===== src/rtl/bec_pkg.sv =====
package bec_pkg;
  // Strobes from control to datapath, evaluated for the coming edge.
  typedef struct packed {
    logic capture;  // latch error, drop enables
    logic clear;    // DMA soft reset
    logic enWrite;  // accepted enable write
  } becStrobes_t;
endpackage


===== src/rtl/bec_ctrl.sv =====
module bec_ctrl
  import bec_pkg::*;
(
  input  logic        clk,
  input  logic        rstN,
  input  logic        dmaSoftRst,
  input  logic        xferActive,
  input  logic        busErr,
  input  logic        enWrStb,
  input  logic        errValid,
  output becStrobes_t strobes,
  output logic        errIrq,
  output logic        chDone
);
  logic captureNow;

  // Clear outranks capture; capture outranks an enable write.
  always_comb begin
    captureNow      = busErr && xferActive && !errValid && !dmaSoftRst;
    strobes.clear   = dmaSoftRst;
    strobes.capture = captureNow;
    strobes.enWrite = enWrStb && !errValid && !captureNow && !dmaSoftRst;
  end

  // Both pulses line up with the first cycle of valid status.
  always_ff @(posedge clk or negedge rstN) begin
    if (!rstN) begin
      errIrq <= 1'b0;
      chDone <= 1'b0;
    end else begin
      errIrq <= captureNow;
      chDone <= captureNow;
    end
  end

  AST_PULSE_SINGLE: assert property (@(posedge clk) disable iff (!rstN)
    errIrq |=> !errIrq);
  AST_NO_PULSE_ON_CLEAR: assert property (@(posedge clk) disable iff (!rstN)
    dmaSoftRst |=> !errIrq && !chDone);
  AST_IDLE_BUS_QUIET: assert property (@(posedge clk) disable iff (!rstN)
    !xferActive |=> !errIrq);
endmodule


===== src/rtl/bec_datapath.sv =====
module bec_datapath
  import bec_pkg::*;
#(
  parameter int NUM_CH = 4,
  parameter int CH_W   = 2,
  parameter int REG_W  = 32,
  parameter logic [NUM_CH-1:0] CH_EN_RESET = '1
) (
  input  logic              clk,
  input  logic              rstN,
  input  becStrobes_t       strobes,
  input  logic [CH_W-1:0]   xferCh,
  input  logic [NUM_CH-1:0] enWrData,
  input  logic              rdSel,
  output logic              errValid,
  output logic [CH_W-1:0]   errCh,
  output logic [NUM_CH-1:0] chEnable,
  output logic [REG_W-1:0]  rdData
);
  localparam int VALID_BIT = REG_W - 1;

  always_ff @(posedge clk or negedge rstN) begin
    if (!rstN) begin
      errValid <= 1'b0;
      errCh    <= '0;
      chEnable <= CH_EN_RESET;
    end else if (strobes.clear) begin
      errValid <= 1'b0;
      errCh    <= '0;
      chEnable <= CH_EN_RESET;
    end else if (strobes.capture) begin
      errValid <= 1'b1;
      errCh    <= xferCh;
      chEnable <= '0;
    end else if (strobes.enWrite) begin
      chEnable <= enWrData;
    end
  end

  always_comb begin
    rdData = '0;
    if (rdSel) begin
      rdData[NUM_CH-1:0] = chEnable;
    end else begin
      rdData[CH_W-1:0]   = errCh;
      rdData[VALID_BIT]  = errValid;
    end
  end

  AST_CAPTURE_DISABLES: assert property (@(posedge clk) disable iff (!rstN)
    strobes.capture |=> errValid && (chEnable == '0));
  AST_FIRST_ONLY: assert property (@(posedge clk) disable iff (!rstN)
    errValid && !strobes.clear |=> errValid && $stable(errCh));
  AST_EN_LOCKED: assert property (@(posedge clk) disable iff (!rstN)
    errValid |-> chEnable == '0);
  AST_CLEAR_DEFAULTS: assert property (@(posedge clk) disable iff (!rstN)
    strobes.clear |=> !errValid && (chEnable == CH_EN_RESET));
endmodule


===== src/rtl/dma_err_capture.sv =====
module dma_err_capture
  import bec_pkg::*;
#(
  parameter int NUM_CH = 4,
  parameter int CH_W   = (NUM_CH > 1) ? $clog2(NUM_CH) : 1,
  parameter int REG_W  = 32,
  parameter logic [NUM_CH-1:0] CH_EN_RESET = '1
) (
  input  logic              clk,
  input  logic              rstN,
  input  logic              dmaSoftRst,
  input  logic              xferActive,
  input  logic [CH_W-1:0]   xferCh,
  input  logic              busErr,
  input  logic              enWrStb,
  input  logic [NUM_CH-1:0] enWrData,
  input  logic              rdSel,
  output logic [NUM_CH-1:0] chEnable,
  output logic              errIrq,
  output logic              chDone,
  output logic [CH_W-1:0]   chDoneId,
  output logic [REG_W-1:0]  rdData
);
  becStrobes_t     strobes;
  logic            errValid;
  logic [CH_W-1:0] errCh;

  bec_ctrl i_ctrl (
    .clk(clk), .rstN(rstN), .dmaSoftRst(dmaSoftRst), .xferActive(xferActive),
    .busErr(busErr), .enWrStb(enWrStb), .errValid(errValid),
    .strobes(strobes), .errIrq(errIrq), .chDone(chDone)
  );

  bec_datapath #(
    .NUM_CH(NUM_CH), .CH_W(CH_W), .REG_W(REG_W), .CH_EN_RESET(CH_EN_RESET)
  ) i_dp (
    .clk(clk), .rstN(rstN), .strobes(strobes), .xferCh(xferCh),
    .enWrData(enWrData), .rdSel(rdSel), .errValid(errValid), .errCh(errCh),
    .chEnable(chEnable), .rdData(rdData)
  );

  assign chDoneId = errCh;

  AST_DONE_CARRIES_VALID: assert property (@(posedge clk) disable iff (!rstN)
    chDone |-> errValid && $rose(errValid));
endmodule


===== config.mk =====
export PLATFORM = sky130hd
export DESIGN_NAME = dma_err_capture
export DESIGN_NICKNAME = d
export VERILOG_FILES = /design/src/rtl/bec_pkg.sv /design/src/rtl/bec_ctrl.sv /design/src/rtl/bec_datapath.sv /design/src/rtl/dma_err_capture.sv
export SDC_FILE = /design/constraint.sdc
export NUM_CORES = 1
export LEC_CHECK = 0
export BUFFER_PORTS_ARGS = -buffer_cell sky130_fd_sc_hd__buf_4
export CAP_MARGIN = 10
export CORE_MARGIN = 5
export CORE_UTILIZATION = 35
export DETAILED_ROUTE_END_ITERATION = 8
export GPL_TIMING_DRIVEN = 1
export PLACE_DENSITY = 0.72
export SLEW_MARGIN = 30
export SYNTH_ARGS = -nofsm -noshare
export SYNTH_HDL_FRONTEND = slang
export SYNTH_SLANG_ARGS = --single-unit
export TNS_END_PERCENT = 5

===== constraint.sdc =====
create_clock -name clk -period 1.2 [get_ports clk]
set_input_delay 0.06 -clock clk [delete_from_list [all_inputs] [get_ports clk]]
set_output_delay 0.06 -clock clk [all_outputs]
set_load 0.01 [all_outputs]

==> run summary, run 1 <==
Final Hold Fails: 0
Via count: 464
Clk slew on worst S/H paths: 60 ps
Reg2reg start: i_dp.errValid
Post-synth EDFFs: 0
RSZ-0062 raised after global routing: no
Synth Warn #: 0
Ports: 53
Sequential-to-total area share from yosys stat: 31.84%
Commonest cells post-synth: buf_4 (29), nand2b_1 (5), nor2_1 (5)
CP required: 1140 ps
Flop pwr share: 41.9%
R2R cell count: 2
Maximum VDD drop: 0.0003003 V
Sink Count: 8
DR iter-0 viols: 14
Core area: 1745 um^2
Total wire length: 1341 um
CP startpoint kind: flop
RePlAce Congestion: 0.7674
Hold Path Origin: dmaSoftRst
Initial Util: 36.92%
Pre-CTS setup slack: 143.7 ps
Pre-antenna DRT Iters: 4
Internal power: 0.0005316 W
Crit Path Category: reg2out
Leakage power: 0.3891 nW
Clock tree buffer depth: 2
Synth Flop Type: dfstp_2
Comb pwr share: 28.2%
Distinct cell type count after synthesis: 16
Pwr/cell area: 994.7 nW/um^2
Detailed-route vias per instance: 3.932
GRT overflow: 0
Sw frac: 30.44%
Post-layout minimum cycle time: 1118 ps
DRC: 0
Final layout net count: 107
H-tree depth: 1
Initial antenna violation count: 0
Setup Viol. Count Final: 0
Critical path arrival: 1060 ps
Final setup TNS: 0 ps
Total GRT Usage: 9.246%
Die Area: 2799 um^2
Status: completed
Max cap viols: 0
Ant. Diodes: 0
FMAX: 0.8941 GHz
Count of state elements after synthesis: 8
Min-Delay Endpoint: i_dp.errValid
Clk Latency, worst-skew pair: 250 ps
Tcrit/Tclk final: 93.20%
Die X: 52.91 um
Largest net degree at the start of global routing: 15
Setup Skew: 1.375 ps
Area Growth Syn to Fin: 19.22%
Count leader, synth: buf_4
Clock root cell: clkbuf_4
First-pass GRT wire length: 1863 um
Crit end category: output port
Hold path cells: 2
Die height: 52.91 um
Syn Area/Cell: 9.617 um^2
Cell Area, Synth: 644.4 um^2
CTS tree: yes
Post-DP HPWL: 1117 um
Synth top area share: 33.79%
Slew Viols, Final: 0
Vias in the first global route: 422
CTS Buf Count: 3
# port buffers: 25
Highest net fanout along the worst path: 3
DR WL/cell: 11.36 um
Top cells by area, synth: buf_4 (34%), dfstp_2 (16%), dfrtp_1 (16%)
Post-synth top area cell: buf_4
Sw power: 0.0002326 W
Setup WS post-layout: 81.62 ps
Post-synth ARST share: 100.0%
Min-Delay Path Class: in2reg
Reg2reg end: i_dp.chEnable[1]
Cells after synthesis: 67
Clock group share of total power: 29.9%
Share of layout cells above drive strength 1: 37.63%
# rows: 15
Antenna Nets Post-Route: 0
Setup bufs post-CTS: 0
R2r setup slk: 150 ps
placed cells by master (no fill, tap or decap), drive strengths merged:
cell         Yosys  routed
a211oi           4       4
a21oi            1       1
and4bb           1       1
mux2i            2       2
nand2b           5       5
clkbuf           0       4
nor4b            4       4
buf             30      25
conb             1      27
dfrtp            4       4
and3b            1       1
dlygate4sd3      0       1
and2             2       2
dfstp            4       4
nor2b            1       1
mux2             2       2
nor2             5       5
layout make-up:
| cell class | instances | area (um^2) |
|---|---|---|
| Fill cell | 177 | 977.2 |
| Multi-Input combinational cell | 55 | 307.8 |
| Sequential cell | 8 | 205.2 |
| Timing Repair Buffer | 26 | 197.7 |
| Tap cell | 25 | 31.28 |
| Clock buffer | 4 | 26.28 |
sequential cells by signal, summed over array words and instances, names as in the netlist:
signal,count
i_ctrl.errIrq,1
i_dp.chEnable,4
i_dp.errCh,2
i_dp.errValid,1
repair_timing:
item                       4_1_cts  5_1_grt
hold buffers                     1        0
gates resized for setup          0        0
setup endpoints to repair        0        0
hold endpoints to repair         8        0
critical path, cell delays in order, from the launching register on:
cell and delay, ps:
dfrtp_1 400, mux2_2 260, buf_4 140
stage by stage:
stage                     cells  power [W]  instance area, um^2  util (%)  hold WS, ps
after floorplan              93  0.0005031                742.0         -       -235.6
after global placement      113  0.0005316                732.0     41.94       -118.4
after detailed placement    113  0.0005372                732.0     41.94       -114.2
after CTS                   118  0.0007753                768.2     44.01        57.77
after global routing        118  0.0008151                768.2     44.01        68.82
final                       118  0.0007642                768.2     44.01        65.70
cells by family after synthesis:
kind of cell           Yosys count  share of synthesized area, %
AOI/OAI and AO/OA                5                         5.436
buffers and inverters           30                         35.53
DFF                              8                         31.85
muxes                            4                         6.602
other                            1                        0.5820
and+or+nand+nor                 19                         20.00
metal layers:
layer | vias to the layer above | share of wire, % | global-route usage (%)
met5 | - | 0 | 0
met4 | 0 | 0.89 | 6.383
met3 | 2 | 13 | 1.408
met2 | 34 | 50 | 16.12
met1 | 209 | 37 | 10.14
li1 | 219 | - | -
how the worst max path moves through the flow:
stage / startpoint / endpoint / slack [ps] / cells past startpoint
2_1_floorplan: i_dp.errValid / i_dp.errCh[0] / 230 / 3
3_3_place_gp: i_dp.errValid / i_dp.chEnable[0] / 210 / 2
3_5_place_dp: i_dp.errValid / i_dp.chEnable[1] / 140 / 2
4_1_cts: i_dp.chEnable[0] / rdData[0] / 70 / 2
5_1_grt: i_dp.errValid / i_dp.chEnable[1] / 30 / 2
6_report: i_dp.errCh[1] / rdData[1] / 80 / 2
power by group through the flow:
| stage | Clock [W] | Sequential [W] | Combinational (W) |
|---|---|---|---|
| 6_report | 0.000228 | 0.000320 | 0.000216 |
| 5_1_grt | 0.000255 | 0.000324 | 0.000236 |
| 4_1_cts | 0.000239 | 0.000321 | 0.000215 |
| 3_5_place_dp | 0 | 0.000325 | 0.000212 |
| 3_3_place_gp | 0 | 0.000323 | 0.000209 |
| 2_1_floorplan | 0 | 0.000327 | 0.000176 |
No activity file was read; power rests on OpenSTA's default activity.
==> inputs of run 2 (changes only) <==
Settings changed: CORE_MARGIN 5 to 2.
==> run 2 against run 1 <==
Clock skew is 5.3 ps higher. Critical path depth stayed put. Non-clock buffer count stayed put. Sequential power hardly changed. Largest power group unchanged. Via count is 2.8% lower. Cell area stayed put. Utilization is 0.48 points higher.
==> run summary, run 2 (synthesized netlist as in run 1, its figures left out) <==
Status: completed
WHS: 77.68 ps (+11.98 ps)
FILL cells: 185 (+4.5%)
Crit Path Category: reg2out
Finished Cell Area: 768.2 um^2 (unchanged)
Leakage power: 0.3891 nW (unchanged)
Initial Util: 37.32% (+0.40 points)
Largest register FFs: 4 (unchanged)
CTS tree: yes
Flop pwr share: 43.0% (+1.1 points)
DR WL/cell: 9.746 um (-14%)
Most frequent cells in the layout: conb_1 (27), buf_4 (25), nand2b_1 (5), nor2_1 (5)
Pwr/cell area: 969.5 nW/um^2 (-2.5%)
Ant. Diodes: 0 (unchanged)
Crit-path slowest cell: dfstp_2
Die X: 46.91 um (-11%)
Post-DP HPWL: 939.3 um (-16%)
WP buf/inv: 1 (unchanged)
Total wire length: 1150 um (-14%)
Commonest non-fill, non-tap cell in the layout: conb_1
CTS Buf Count: 3 (unchanged)
# port buffers: 25 (unchanged)
Ports: 53 (unchanged)
Clk Latency, worst-skew pair: 250 ps (about the same)
Top delay family on crit path: flip-flops
Die Area: 2200 um^2 (-21%)
Tcrit/Tclk final: 92.58% (-0.62 points)
RePlAce Congestion: 0.7780 (+1.4%)
Slew Viols, Final: 0 (unchanged)
Die height: 46.91 um (-11%)
Final Hold Fails: 0 (unchanged)
Top reg by flops: i_dp.chEnable
Initial antenna violation count: 0 (unchanged)
First-pass GRT wire length: 1759 um (-5.6%)
PostCTS Resize Cnt: 0 (unchanged)
Maximum VDD drop: 0.0003462 V (+15%)
FMAX: 0.9001 GHz (+0.67%)
Vias in the first global route: 402 (-4.7%)
RSZ-0062 raised after global routing: no
Hold Buf Count CTS: 1 (unchanged)
Setup bufs post-CTS: 0 (unchanged)
Pre-antenna DRT Iters: 2 (-2)
Setup Viol. Count Final: 0 (unchanged)
Comb pwr share: 28.6% (+0.4 points)
Min-Delay Path Class: in2reg
CP startpoint kind: flop
Clock root cell: clkbuf_4
Sw frac: 28.74% (-1.7 points)
Pre-CTS setup slack: 155.6 ps (+11.86 ps)
Final setup TNS: 0 ps (unchanged)
Top Registers: i_dp.chEnable: 4 flops, i_dp.errCh: 2 flops
Share of layout cells above drive strength 1: 37.63% (unchanged)
Clk slew on worst S/H paths: 60 ps (about the same)
Sink Count: 8 (unchanged)
Setup Skew: 6.648 ps (+5.273 ps)
Detailed-route vias per instance: 3.822 (-2.8%)
Internal power: 0.0005307 W (-0.16%)
Core area: 1727 um^2 (-1.1%)
Max incr delay on CP: 550 ps (+150 ps)
Sw power: 0.0002141 W (-8.0%)
Total GRT Usage: 11.73% (+2.5 points)
Area Growth Syn to Fin: 19.22% (unchanged)
Worst-path cell chain: mux2_2, buf_4
Final layout net count: 107 (unchanged)
H-tree depth: 1 (unchanged)
Setup WS post-layout: 89.04 ps (+7.423 ps)
GRT overflow: 0 (unchanged)
Highest net fanout along the worst path: 3 (unchanged)
Max cap viols: 0 (unchanged)
Crit end category: output port
Via count: 451 (-2.8%)
Critical path arrival: 1050 ps (about the same)
Largest net degree at the start of global routing: 15 (unchanged)
DRC: 0 (unchanged)
Clock tree buffer depth: 2 (unchanged)
Clock group share of total power: 28.4% (-1.5 points)
Antenna Nets Post-Route: 0 (unchanged)
Post-layout minimum cycle time: 1111 ps (-7.423 ps)
CP required: 1140 ps (about the same)
# rows: 15 (unchanged)
Post-DP Area: 732.0 um^2 (unchanged)
DR iter-0 viols: 2 (-12)
## run 2: cell counts in the layout (fill, tap and decap cells not counted)
Identical to the previous run, type by type.
## run 2: final cells by class
cell class	count	area [um^2]	area share, %
Clock buffer	4	26.28	3.420
Multi-Input combinational cell	55	307.8	40.07
Sequential cell	8	205.2	26.71
Tap cell	25	31.28	4.072
Timing Repair Buffer	26	197.7	25.73
## run 2: final timing paths
path | end | slack, ps | depth (start not counted) | startpoint
worst min-delay path | i_dp.errValid | 80 | 2 | dmaSoftRst
worst max-delay path | rdData[0] | 90 | 2 | i_dp.chEnable[0]
worst min register to register | i_dp.chEnable[1] | 540 | 2 | i_dp.chEnable[1]
worst max register to register | i_dp.errCh[1] | 160 | 2 | i_dp.errValid
max in group asynchronous | i_dp.chEnable[1] | 820 | 2 | rstN
min in group asynchronous | i_dp.errCh[1] | 170 | 2 | rstN
## run 2: layer usage
layer	track usage (%)	part of all wire (%)	vias up
met5	0	0	-
met4	10.00	1.7	0
met3	1.154	9.3	2
met2	17.53	46	30
met1	15.06	43	198
li1	-	-	221
## run 2: worst reg2reg max path, cell delays in order, from the launching register on
cell and delay (ps):
dfrtp_1 460, and3b_1 310, mux2i_1 200
## run 2: per-stage QoR
step                      power (W)  instances  util (%)
final                     0.0007448        118     44.49
after detailed placement  0.0005342        113     42.39
after global routing      0.0007977        118     44.49
after floorplan           0.0005031         93         -
after CTS                 0.0007573        118     44.49
after global placement    0.0005300        113     42.39
## run 2: power groups by stage
| stage | sequential (W) | combinational, W | clock [W] |
|---|---|---|---|
| final | 0.000320 | 0.000213 | 0.000211 |
| after global routing | 0.000324 | 0.000236 | 0.000237 |
| after CTS | 0.000321 | 0.000214 | 0.000223 |
| after detailed placement | 0.000324 | 0.000210 | 0 |
| after global placement | 0.000322 | 0.000208 | 0 |
| after floorplan | 0.000327 | 0.000176 | 0 |
